$ cat config.mk
export PLATFORM = sky130hd
export DESIGN_NAME = remap_window_decoder
export DESIGN_NICKNAME = d
export VERILOG_FILES = /design/src/rtl/remap_pkg.sv /design/src/rtl/remap_cfg_reg.sv /design/src/rtl/remap_window_calc.sv /design/src/rtl/remap_router.sv /design/src/rtl/remap_window_decoder.sv
export SDC_FILE = /design/constraint.sdc
export NUM_CORES = 1
export LEC_CHECK = 0
export ABC_AREA = 1
export BUFFER_PORTS_ARGS = -buffer_cell sky130_fd_sc_hd__buf_2
export CAP_MARGIN = 20
export CORE_MARGIN = 3
export CORE_UTILIZATION = 54
export CTS_BUF_LIST = sky130_fd_sc_hd__clkbuf_4
export DETAILED_ROUTE_END_ITERATION = 10
export PLACE_DENSITY = 0.83
export SLEW_MARGIN = 20
export SYNTH_ARGS = -nofsm -noshare
export SYNTH_HDL_FRONTEND = slang
export SYNTH_SLANG_ARGS = --single-unit
$ cat constraint.sdc
create_clock -name clk -period 4.7 [get_ports clk]
set_clock_uncertainty 0.1 [all_clocks]
set_input_delay 0.705 -clock clk [delete_from_list [all_inputs] [get_ports clk]]
set_output_delay 0.705 -clock clk [all_outputs]
set_load 0.01 [all_outputs]
$ cat src/rtl/remap_pkg.sv
package remap_pkg;
  localparam int UNIT_LG   = 7;
  localparam int FIELD_W   = 12;
  localparam int START_LSB = 16;
  localparam int SIZE_LSB  = 1;
  localparam int EN_BIT    = 0;

  localparam logic [FIELD_W-1:0] START_RST = 12'h010;
  localparam logic [FIELD_W-1:0] SIZE_RST  = 12'h16F;

  typedef struct packed {
    logic [FIELD_W-1:0] start;
    logic [FIELD_W-1:0] size;
    logic               en;
  } remap_cfg_t;
endpackage

$ cat src/rtl/remap_cfg_reg.sv
module remap_cfg_reg
  import remap_pkg::*;
(
  input  logic        clk,
  input  logic        rst_n,
  input  logic        cfg_we,
  input  logic [31:0] cfg_wdata,
  output remap_cfg_t  cfg,
  output logic        cfg_locked,
  output logic [31:0] cfg_rdata
);
  // Only the full reset clears these registers. The function-level reset is not an input here.
  always_ff @(posedge clk or negedge rst_n) begin
    if (!rst_n) begin
      cfg.start  <= START_RST;
      cfg.size   <= SIZE_RST;
      cfg.en     <= 1'b0;
      cfg_locked <= 1'b0;
    end else if (cfg_we && !cfg_locked) begin
      cfg.start  <= cfg_wdata[START_LSB +: FIELD_W];
      cfg.size   <= cfg_wdata[SIZE_LSB +: FIELD_W];
      cfg.en     <= cfg_wdata[EN_BIT];
      cfg_locked <= 1'b1;
    end
  end

  assign cfg_rdata = {4'b0000, cfg.start, 3'b000, cfg.size, cfg.en};
endmodule

$ cat src/rtl/remap_window_calc.sv
module remap_window_calc
  import remap_pkg::*;
#(
  parameter int          OFS_W          = 32,
  parameter int unsigned APERTURE_BYTES = 524288
) (
  input  remap_cfg_t   cfg,
  output logic [OFS_W:0] win_lo,
  output logic [OFS_W:0] win_hi,
  output logic           cfg_err,
  output logic           remap_on
);
  localparam int CW = OFS_W + 1;

  function automatic logic [CW-1:0] units_to_bytes(input logic [FIELD_W+1:0] units);
    return CW'(units) << UNIT_LG;
  endfunction

  function automatic logic [FIELD_W+1:0] end_units(input logic [FIELD_W-1:0] start,
                                                   input logic [FIELD_W-1:0] size);
    return (FIELD_W+2)'(start) + (FIELD_W+2)'(size) + (FIELD_W+2)'(1);
  endfunction

  assign win_lo   = units_to_bytes((FIELD_W+2)'(cfg.start));
  assign win_hi   = units_to_bytes(end_units(cfg.start, cfg.size));
  assign cfg_err  = win_hi > CW'(APERTURE_BYTES);
  assign remap_on = cfg.en && !cfg_err;
endmodule

$ cat src/rtl/remap_router.sv
module remap_router #(
  parameter int OFS_W = 32
) (
  input  logic             clk,
  input  logic             rst_n,
  input  logic             flr,
  input  logic             req_valid,
  input  logic [OFS_W-1:0] req_offset,
  input  logic [OFS_W:0]   win_lo,
  input  logic [OFS_W:0]   win_hi,
  input  logic             remap_on,
  output logic             win_hit,
  output logic             nat_valid,
  output logic [OFS_W-1:0] nat_offset,
  output logic             sec_valid,
  output logic [OFS_W-1:0] sec_offset
);
  logic [OFS_W:0]   addr_ext;
  logic [OFS_W-1:0] rebased;

  assign addr_ext = {1'b0, req_offset};
  assign win_hit  = remap_on && (addr_ext >= win_lo) && (addr_ext < win_hi);
  assign rebased  = req_offset - win_lo[OFS_W-1:0];

  always_ff @(posedge clk or negedge rst_n) begin
    if (!rst_n) begin
      nat_valid  <= 1'b0;
      sec_valid  <= 1'b0;
      nat_offset <= '0;
      sec_offset <= '0;
    end else if (flr) begin
      nat_valid <= 1'b0;
      sec_valid <= 1'b0;
    end else begin
      nat_valid <= req_valid && !win_hit;
      sec_valid <= req_valid && win_hit;
      if (req_valid && !win_hit) nat_offset <= req_offset;
      if (req_valid && win_hit)  sec_offset <= rebased;
    end
  end
endmodule

$ cat src/rtl/remap_window_decoder.sv
module remap_window_decoder
  import remap_pkg::*;
#(
  parameter int          OFS_W          = 32,
  parameter int unsigned APERTURE_BYTES = 524288
) (
  input  logic             clk,
  input  logic             rst_n,
  input  logic             flr,
  input  logic             cfg_we,
  input  logic [31:0]      cfg_wdata,
  output logic [31:0]      cfg_rdata,
  output logic             cfg_err,
  input  logic             req_valid,
  input  logic [OFS_W-1:0] req_offset,
  output logic             nat_valid,
  output logic [OFS_W-1:0] nat_offset,
  output logic             sec_valid,
  output logic [OFS_W-1:0] sec_offset
);
  remap_cfg_t     cfg;
  logic           cfg_locked;
  logic [OFS_W:0] win_lo;
  logic [OFS_W:0] win_hi;
  logic           remap_on;
  logic           win_hit;

  remap_cfg_reg u_reg (
    .clk        (clk),
    .rst_n      (rst_n),
    .cfg_we     (cfg_we),
    .cfg_wdata  (cfg_wdata),
    .cfg        (cfg),
    .cfg_locked (cfg_locked),
    .cfg_rdata  (cfg_rdata)
  );

  remap_window_calc #(.OFS_W(OFS_W), .APERTURE_BYTES(APERTURE_BYTES)) u_calc (
    .cfg      (cfg),
    .win_lo   (win_lo),
    .win_hi   (win_hi),
    .cfg_err  (cfg_err),
    .remap_on (remap_on)
  );

  remap_router #(.OFS_W(OFS_W)) u_route (
    .clk        (clk),
    .rst_n      (rst_n),
    .flr        (flr),
    .req_valid  (req_valid),
    .req_offset (req_offset),
    .win_lo     (win_lo),
    .win_hi     (win_hi),
    .remap_on   (remap_on),
    .win_hit    (win_hit),
    .nat_valid  (nat_valid),
    .nat_offset (nat_offset),
    .sec_valid  (sec_valid),
    .sec_offset (sec_offset)
  );
endmodule

# After elaboration in Yosys (flattened, before gate mapping)
# Index checks and enable logic that the tools add are counted.
# op_classes
n_addsub,3
n_lt_le_gt_ge,3
n_mux,2
bitwise_logic,1
n_reduce_logical,11
# op_table
operator,count
greater-or-equal comparator 32 x 19 -> 1 bit,1
< comparator 32 x 21 -> 1 bit,1
subtractor 32 x 19 -> 32 bit,1
> comparator 21 x 20 -> 1 bit (second input constant),1
adder 14 x 1 -> 14 bit (second input constant),1
adder 12 x 12 -> 13 bit,1
logical AND 1 bit,6
AND reduction 2 bit,2
logical NOT 1 bit,3
2-to-1 mux 1 bit,2
inverter 1 bit,1
# totals
regBits,92
inputBits,69
out_inout_bits,99
elab_cells,28

# Depth between registers and ports, before layout
# Gate-level depths: netlist of run 1.
# depth
depth_word,10
depth_mapped,30
mapped_depth_nobuf,29

# Modules after synthesis
# A second synthesis of run 1 with hierarchy kept.
# unflattened
cells_unflattened,1427
hier_area_um2,9146.3
# modules_own_cells
mod,instances,cells_per_inst,area_per_inst_um2,seq_area_each_um2
remap_router,1,1001,6239.7,1651.6
remap_window_calc,1,282,1580.3,0.0
remap_cfg_reg,1,144,1326.3,660.6

# Least setup slack after synthesis of run 1
# OpenSTA, ideal clock, no wires.
# synth_path
path_kind,reg2reg
startpoint,reg u_reg.cfg[1] (netlist name)
endpoint,reg u_route.sec_offset[21]
arrival_time_ns,3.866
slack_ns,0.603
stages_incl_launch_ff,26
path_cell_list,dfstp_2 -> ha_1 -> inv_1 -> fa_1 -> inv_1 -> ha_1 -> inv_1 -> nor2_2 -> nand3_1 -> nor2_1 -> nand3_2 -> nor2_2 -> nand2_1 -> nor2_1 -> nand3_1 -> nand2_1 -> inv_1 -> ha_1 -> nand2_1 -> nor2_1 -> a211oi_1 -> a21oi_1 -> nor2_1 -> nand4_4 -> nor2_1 -> nor2_1
# synth_between
elab_chain_cells,9
elab_cells_between_ends,10
# synth_lines
item,line,source
adder 12 x 12 -> 13 bit *,remap_window_calc.sv:21,return (FIELD_W+2)'(start) + (FIELD_W+2)'(size) + (FIELD_W+2)'(1);
adder 14 x 1 -> 14 bit *,remap_window_calc.sv:21,
> comparator 21 x 20 -> 1 bit,remap_window_calc.sv:26,assign cfg_err = win_hi > CW'(APERTURE_BYTES);
logical NOT 1 bit,remap_window_calc.sv:27,assign remap_on = cfg.en && !cfg_err;
logical AND 1 bit,remap_window_calc.sv:27,
logical AND 1 bit,remap_router.sv:22,assign win_hit = remap_on && (addr_ext >= win_lo) && (addr_ext < win_hi);
logical AND 1 bit *,remap_router.sv:22,
logical AND 1 bit *,remap_router.sv:38,if (req_valid && win_hit) sec_offset <= rebased;
AND reduction 2 bit (no source line) *,--,
end signal: assignment,remap_router.sv:38,
end: declaration,remap_router.sv:16,output logic [OFS_W-1:0] sec_offset
# Every way passes the cells marked *; elsewhere a longest branch is shown, timed or not.
# A chain may end at the register's enable or synchronous reset.

# Final worst setup path of run 1
# layout_path
startpoint,reg u_reg.cfg[1] (netlist name)
endpoint,reg u_route.sec_offset[17]
# layout_between
elab_chain_cells,9
elab_cells_between_ends,10
# layout_lines
item,line
adder 12 x 12 -> 13 bit *,remap_window_calc.sv:21
adder 14 x 1 -> 14 bit *,remap_window_calc.sv:21
> comparator 21 x 20 -> 1 bit,remap_window_calc.sv:26
logical NOT 1 bit,remap_window_calc.sv:27
logical AND 1 bit,remap_window_calc.sv:27
logical AND 1 bit,remap_router.sv:22
logical AND 1 bit *,remap_router.sv:22
logical AND 1 bit *,remap_router.sv:38
AND reduction 2 bit (no source line) *,--
# Marked as above.

==> impl_results.md, run 1 <==
- Worst-path clk slew: 0.17 ns
- GRT met3 Usage: 0.0329
- Initial antenna violation count: 0
- Register area: 2310 um^2
- Hold Crit Class: in2async
- Crit Path Category: reg2reg
- Ratio of cells with drive above 1 in the final layout: 0.246
- Synth Register Bits: 92
- Crit path DAT: 4.73 ns
- Met1 usage: 0.324
- Final nets: 1,060
- I/O Buffers: 153
- Initial core utilization: 0.558
- Die X: 110 um
- Commonest non-fill, non-tap cell in the layout: nand2_1
- Area delta synth->final: 22.0%
- Die ar.: 12,000 um^2
- Multi-input combinational cell area: 2870 um^2
- Post-synthesis mux area share: 0.0253
- First-pass GRT wire length: 22,800 um
- Endpoints failing setup: 0
- Startpoint types: register
- Vias: 5,425
- Cell taking the most area after synthesis: dfrtp_1
- Wire length per cell: 13.5 um
- Tcrit/Tclk final: 0.948
- Adder-Cell Fraction of Synth Area: 0.0891
- Tmin final: 4.45 ns
- Pin count of the biggest net entering global routing: 57
- Fill cells: 910
- F_max: 225 MHz
- Placed instance area: 6680 um^2
- Yosys cell types: 37
- CTS root buf: clkbuf_4
- CTS tree: done
- Ports: 168
- Hold Worst Slack: 0.130 ns
- Pre-antenna DRT Iters: 5
- DRT antenna net count: 0
- Total Wirelength: 14,700 um
- Ant. Diodes: 0
- Fin area: 7060 um^2
- Num CTS Buffers: 9
- Setup crit end kind: register
- GR peak layer: met2
- Worst-path fanout max: 8
- Xor/xnor share of the synthesized area: 0.0212
- Final hold vios: 0
- Total clock sinks: 92
- Register area share after synthesis: 0.399
- DRC Markers: 0
- Most frequent cells in the layout: nand2_1 (227), buf_2 (152), inv_1 (138)
- Met2 Track Usage GR: 0.398
- Post-Synth Simple-Gate Area: 0.290
- Die Span Y: 110 um
- DP Wirelength: 10,800 um
- H-tree depth: 3
- Fin Setup TNS: 0 ns
- Synthesized area: 5790 um^2
- Maximum clock path buffer count: 2
- Worst Path Required: 4.98 ns
- Worst-Skew Late Latency: 0.48 ns
- Synth Instances: 783
- Status: complete, no violations
- Slew margin rel.: 0.534
- Post-synth top area share: 0.363
- Syn. warnings: 0
- Power per cell area: 219 nW/um^2
- Number of max-cap violations: 0
- Initial drt markers: 373
- Area contributors post-synth: dfrtp_1 (36%), nand2_1 (15%), inv_1 (8.9%)
- Core area: 10,400 um^2
- Mapped Avg Cell Area: 7.39 um^2
- Number of global-route vias before repair: 4,957
- Grt total ovfl: 0
- Row count: 37
- Largest family of logic cells by synthesized area: simple AND/OR/NAND/NOR gates
- GP Congestion: 0.885
- Gr usage total: 0.240
- Synth Area in Compound Gates: 0.0538
- Max-slew violation count: 0
- Vias per cell: 4.97
- P_leak: 4.22 nW
- Worst-Margin Slew: 0.699 ns
- Peak supply drop: 185 uV
## final timing paths
| path | cells after the start | end | slack (ns) | start |
|---|---|---|---|---|
| max | 27 | u_route.sec_offset[17] | 0.25 | u_reg.cfg[1] |
| min | 1 | u_route.sec_offset[1] | 0.13 | rst_n |
| max reg2reg | 27 | u_route.sec_offset[17] | 0.25 | u_reg.cfg[1] |
| min reg2reg | 2 | u_reg.cfg_locked | 0.37 | u_reg.cfg_locked |
| max in group asynchronous | 2 | u_reg.cfg[9] | 3.39 | rst_n |
| min in group clk | 2 | u_reg.cfg[12] | 0.34 | cfg_wdata[12] |
## cells by family (layout without fill, tap and decap cells)
logic type / after synthesis / in the layout
AOI/OAI and AO/OA: 56 / 56
other: 1 / 7
buffers and inverters: 163 / 329
and+or+nand+nor: 404 / 405
adders and majority gates: 40 / 40
xor gates and xnor gates: 14 / 14
muxes: 13 / 13
DFF: 92 / 92
## power by group
group          switching (mW)  total, mW  internal (mW)
sequential             0.0182      0.845          0.827
clock                   0.324      0.502          0.178
combinational           0.121      0.199         0.0782
## what timing repair did
action	CTS	global route
setup endpoints to repair	0	66
buffers inserted	0	4
resized for setup	0	18
hold buffers	0	0
## final cells by class
cell class,instances,share of cell area
multi-input cells,535,0.406
flip-flops and latches,92,0.328
repair buffers,172,0.144
inverters,141,0.0757
well taps,136,0.0241
clock inverters,7,0.0128
clock buffers,9,0.00957
## layer usage
| layer | vias up | part of all wire |
|---|---|---|
| met5 | - | 0 |
| met4 | 0 | 0.018 |
| met3 | 21 | 0.061 |
| met2 | 178 | 0.48 |
| met1 | 2475 | 0.44 |
| li1 | 2751 | - |
## worst max-delay path: stages, from the launching register on
cell,delay (ns)
dfstp_2,0.59
ha_4,0.16
inv_1,0.05
fa_1,0.47
inv_1,0.10
ha_1,0.14
inv_1,0.07
nor2_4,0.12
nand3_1,0.12
nor2_2,0.13
nand3_2,0.12
nor2_4,0.12
nand2_1,0.08
nor2_2,0.10
nand3_1,0.09
nand2_2,0.10
inv_1,0.04
ha_1,0.30
nand2_1,0.10
nor2_1,0.06
a211oi_2,0.15
a21oi_1,0.12
nor2_2,0.22
nand4_4,0.12
buf_12,0.19
buf_6,0.13
nor2_1,0.13
nor2_1,0.08
## state kept, by name, indices dropped and copies added (netlist names)
name / cells
u_route.nat_valid: 1
u_route.sec_valid: 1
u_reg.cfg_locked: 1
u_route.sec_offset: 32
u_route.nat_offset: 32
u_reg.cfg: 25
## synthesized netlist by cell type (all sizes together)
library cell  instances
a211o                 1
a211oi                1
a21boi                3
a21o                  2
a21oi                33
buf                  18
clkbuf                4
conb                  1
dfrtp                84
dfstp                 8
fa                    2
ha                   38
inv                 141
mux2                 13
nand2               233
nand3                42
nand3b                2
nand4                 8
nor2                102
nor3                  9
nor3b                 2
nor4                  6
o2111ai               1
o211ai                1
o21ai                13
o21bai                1
xnor2                 5
xor2                  9
## per-stage QoR
stage	worst slack, ns	total power, mW	cells	util
3_5_place_dp	0.119	1.06	1066	0.644
2_1_floorplan	0.603	0.956	789	-
3_3_place_gp	0.222	1.05	1066	0.644
4_1_cts	0.0265	1.55	1082	0.660
6_report	0.247	1.55	1092	0.681
5_1_grt	-0.0966	1.61	1092	0.681
(Power assumes the default switching activity.)
==> run 2: changes to the inputs <==
--- a/config.mk
+++ b/config.mk
@@ -5,12 +5,12 @@
 export SDC_FILE = /design/constraint.sdc
 export NUM_CORES = 1
 export LEC_CHECK = 0
-export ABC_AREA = 1
 export BUFFER_PORTS_ARGS = -buffer_cell sky130_fd_sc_hd__buf_2
 export CAP_MARGIN = 20
 export CORE_MARGIN = 3
-export CORE_UTILIZATION = 54
+export CORE_UTILIZATION = 55
 export CTS_BUF_LIST = sky130_fd_sc_hd__clkbuf_4
+export CTS_CLUSTER_DIAMETER = 40
 export DETAILED_ROUTE_END_ITERATION = 10
 export PLACE_DENSITY = 0.83
 export SLEW_MARGIN = 20
==> impl_results.md, run 2 <==
- Crit path DAT: 5.04 ns
- Post-synthesis mux area share: 0.0706
- Xor/xnor share of the synthesized area: 0.0517
- Cell Int Power: 1.57 mW
- Pin count of the biggest net entering global routing: 55
- Area delta synth->final: 26.4%
- Post-Synth Simple-Gate Area: 0.168
- H-tree depth: 3
- Synth Instances: 629
- Yosys cell types: 60
- Util after Layout: 0.725
- Startpoint types: register
- Die ar.: 12,300 um^2
- Top Registers: u_route.nat_offset: 32 flops, u_route.sec_offset: 32 flops, u_reg.cfg: 25 flops
- R2r startpoint: u_reg.cfg[1]
- Number of max-cap violations: 0
- Largest family of logic cells by synthesized area: compound AO/OA/AOI/OAI gates
- Area contributors post-synth: dfrtp_1 (35%), ha_1 (7.9%), nand2_1 (5.3%)
- Post-synth top area share: 0.349
- M1 WL: 7270 um
- Worst Path Required: 4.96 ns
- Sw frac: 0.390
- Cell taking the most area after synthesis: dfrtp_1
- Worst R2R End: u_route.sec_offset[10]
- Pre-antenna DRT Iters: 5
- DRC Markers: 0
- Register area share after synthesis: 0.384
- Num CTS Buffers: 9
- Count leader, synth: nand2_1
- Fin worst setup slack: -0.0844 ns
- Top_reg_cell synth: dfrtp_1
- Row count: 37
- Largest stage delay, worst path: 0.58 ns
- Hold_buf cts: 0
- Async set-reset flop share out of synthesis: 1.00
- Failing checks: setup timing
- GP Congestion: 0.908
- Grt total ovfl: 0
- Max-slew violation count: 0
- Hold Worst Slack: 0.0946 ns
- Peak supply drop: 205 uV
- Total clock sinks: 92
- Ratio of cells with drive above 1 in the final layout: 0.388
- Hold Crit Class: in2async
- Synthesized area: 6030 um^2
- Adder-Cell Fraction of Synth Area: 0.0855
- First-pass GRT wire length: 28,100 um
- Fill cells: 771
- Final nets: 924
- Ant. Diodes: 0
- Syn. warnings: 0
- Initial drt markers: 405
- Worst-Margin Slew: 0.709 ns
- RSZ-0062 raised after global routing: true
- Setup crit end kind: register
- Worst-path fanout max: 6
- Most frequent cells in the layout: buf_2 (152), nand2_1 (84), dfrtp_1 (84)
- Synth Register Bits: 92
- Sequential Power Share: 0.365
- Worst Setup SP: u_reg.cfg[1]
- Slew margin rel.: 0.527
- CTS root buf: clkbuf_4
- Synth Area in Compound Gates: 0.180
- F_max: 209 MHz
- CP Buf/Inv Count: 4
- Sw Pwr: 0.999 mW
- Crit Path Category: reg2reg
- Cell family with most CP delay: compound AO/OA/AOI/OAI gates
- Total Wirelength: 17,100 um
- Die X: 111 um
- Final hold vios: 0
- Commonest non-fill, non-tap cell in the layout: buf_2
- Status: finished with violations
- Worst-Skew Late Latency: 0.45 ns
- Mapped Avg Cell Area: 9.58 um^2
- Core area: 10,500 um^2
- Clk pwr share: 0.175
- Vias: 5,514
- Met3 WL: 986 um
- Maximum clock path buffer count: 2
- Slowest CP cell: dfstp_2
- Initial core utilization: 0.574
- Tmin final: 4.78 ns
- DP Wirelength: 12,500 um
- I/O Buffers: 153
- Die Span Y: 111 um
- Top cells by instance count after synthesis: nand2_1 (85), dfrtp_1 (84), inv_1 (41), ha_1 (38), o211ai_1 (28)
- Flop2flop setup slack: -0.08 ns
- Ports: 168
- Wire length per cell: 17.9 um
- Power per cell area: 337 nW/um^2
- Tcrit/Tclk final: 1.02
- Worst R2R Path Depth: 21
- Crit path top cell by count: buf_6
- Share of power burned in combinational logic: 0.461
- P_leak: 3.68 nW
- DRT antenna net count: 0
- Gr usage total: 0.278
- Worst-path clk slew: 0.14 ns
- Vias per cell: 5.77
- Top layer reached by signal wires: met4
- Number of global-route vias before repair: 5,566
- DR WL met2: 8510 um
- Endpoints failing setup: 28
- Post-synth EDFFs: 0
- CTS tree: done
- Cells along the critical path: ha_4 -> inv_2 -> fa_2 -> nand2b_4 -> a211oi_2 -> buf_4 -> o221ai_2 -> buf_6 -> nor4_4 -> xnor2_1 -> ha_1 -> a21oi_2 -> nor2b_4 -> o21ai_2 -> nand2b_1 -> a2111oi_4 -> o211a_1 -> nand2_2 -> a21oi_4 -> buf_6 -> mux2_4
- Initial antenna violation count: 0
-- run 2: cell count changes after synthesis, moves of 15 or more --
cell / before / now
nor2_1: 99 / 19
o211ai_1: 1 / 28
inv_1: 138 / 41
and2_1: 0 / 23
xnor2_1: 5 / 20
a22oi_1: 0 / 21
clkbuf_1: 4 / 19
nand2_1: 228 / 85
-- run 2: worst max path at each step --
stage	end	slack (ns)	cells past startpoint
detailed placement	u_route.sec_offset[28]	-0.36	22
global placement	u_route.sec_offset[30]	-0.17	22
CTS	u_route.sec_offset[12]	-0.08	22
floorplan	u_route.sec_offset[1]	0.007	20
finish	u_route.sec_offset[10]	-0.08	21
global route	u_route.sec_offset[11]	-0.28	22
-- run 2: final cells by class --
cell class                 instances  area, um^2  share of cell area
clock inverter                     6        65.1             0.00854
multi-input combinational        467        3640               0.478
tap                              136         170              0.0223
inverter                          41         154              0.0202
timing repair buffer             204        1200               0.157
sequential                        92        2310               0.303
clock buffer                      10        75.1             0.00985
-- run 2: per-stage QoR --
stage          area (um^2)  instances  setup WS, ns  total power [mW]  TNS [ns]
6_report              7620        956       -0.0844              2.56     -1.52
5_1_grt               7620        956        -0.278              2.73    -10.82
4_1_cts               7490        953       -0.0826              2.49    -0.787
3_5_place_dp          7160        932        -0.360              2.01     -5.54
3_3_place_gp          7160        932        -0.167              1.98    -0.830
2_1_floorplan         6080        635       0.00674              1.64         0
-- run 2: cells by family after synthesis --
| group | count (synthesis) |
|---|---|
| compound gates | 150 |
| xor+xnor | 33 |
| fa+ha+maj | 40 |
| buf+inv | 76 |
| flops | 92 |
| mux | 35 |
| other cells | 1 |
| simple gates | 202 |
-- run 2: metal layers --
layer  global-route usage  up-vias
met5                    0        -
met3               0.0382       32
met1                0.368     2680
met2                0.471      211
met4               0.0911        0
li1                     -     2591
-- run 2: what timing repair did --
item	in CTS	in global routing
pin swaps	12	14
cloned	1	0
resized for setup	28	31
buffers inserted	4	5
endpoints found under the setup margin	65	65
-- run 2: power by group through the flow --
stage | Combinational (mW) | Clock [mW] | Sequential, mW
CTS | 1.11 | 0.452 | 0.933
global placement | 1.04 | 0 | 0.940
detailed placement | 1.06 | 0 | 0.947
finish | 1.18 | 0.448 | 0.936
floorplan | 0.667 | 0 | 0.974
global route | 1.30 | 0.489 | 0.945
-- run 2: worst reg2reg max path: stages, from the launching register on --
cell and delay, ns:
dfstp_2 0.58, ha_4 0.14, inv_2 0.04, fa_2 0.33
nand2b_4 0.17, a211oi_2 0.23, buf_4 0.18, o221ai_2 0.10
buf_6 0.14, nor4_4 0.31, xnor2_1 0.17, ha_1 0.28
a21oi_2 0.19, nor2b_4 0.06, o21ai_2 0.13, nand2b_1 0.11
a2111oi_4 0.39, o211a_1 0.26, nand2_2 0.11, a21oi_4 0.19
buf_6 0.18, mux2_4 0.31
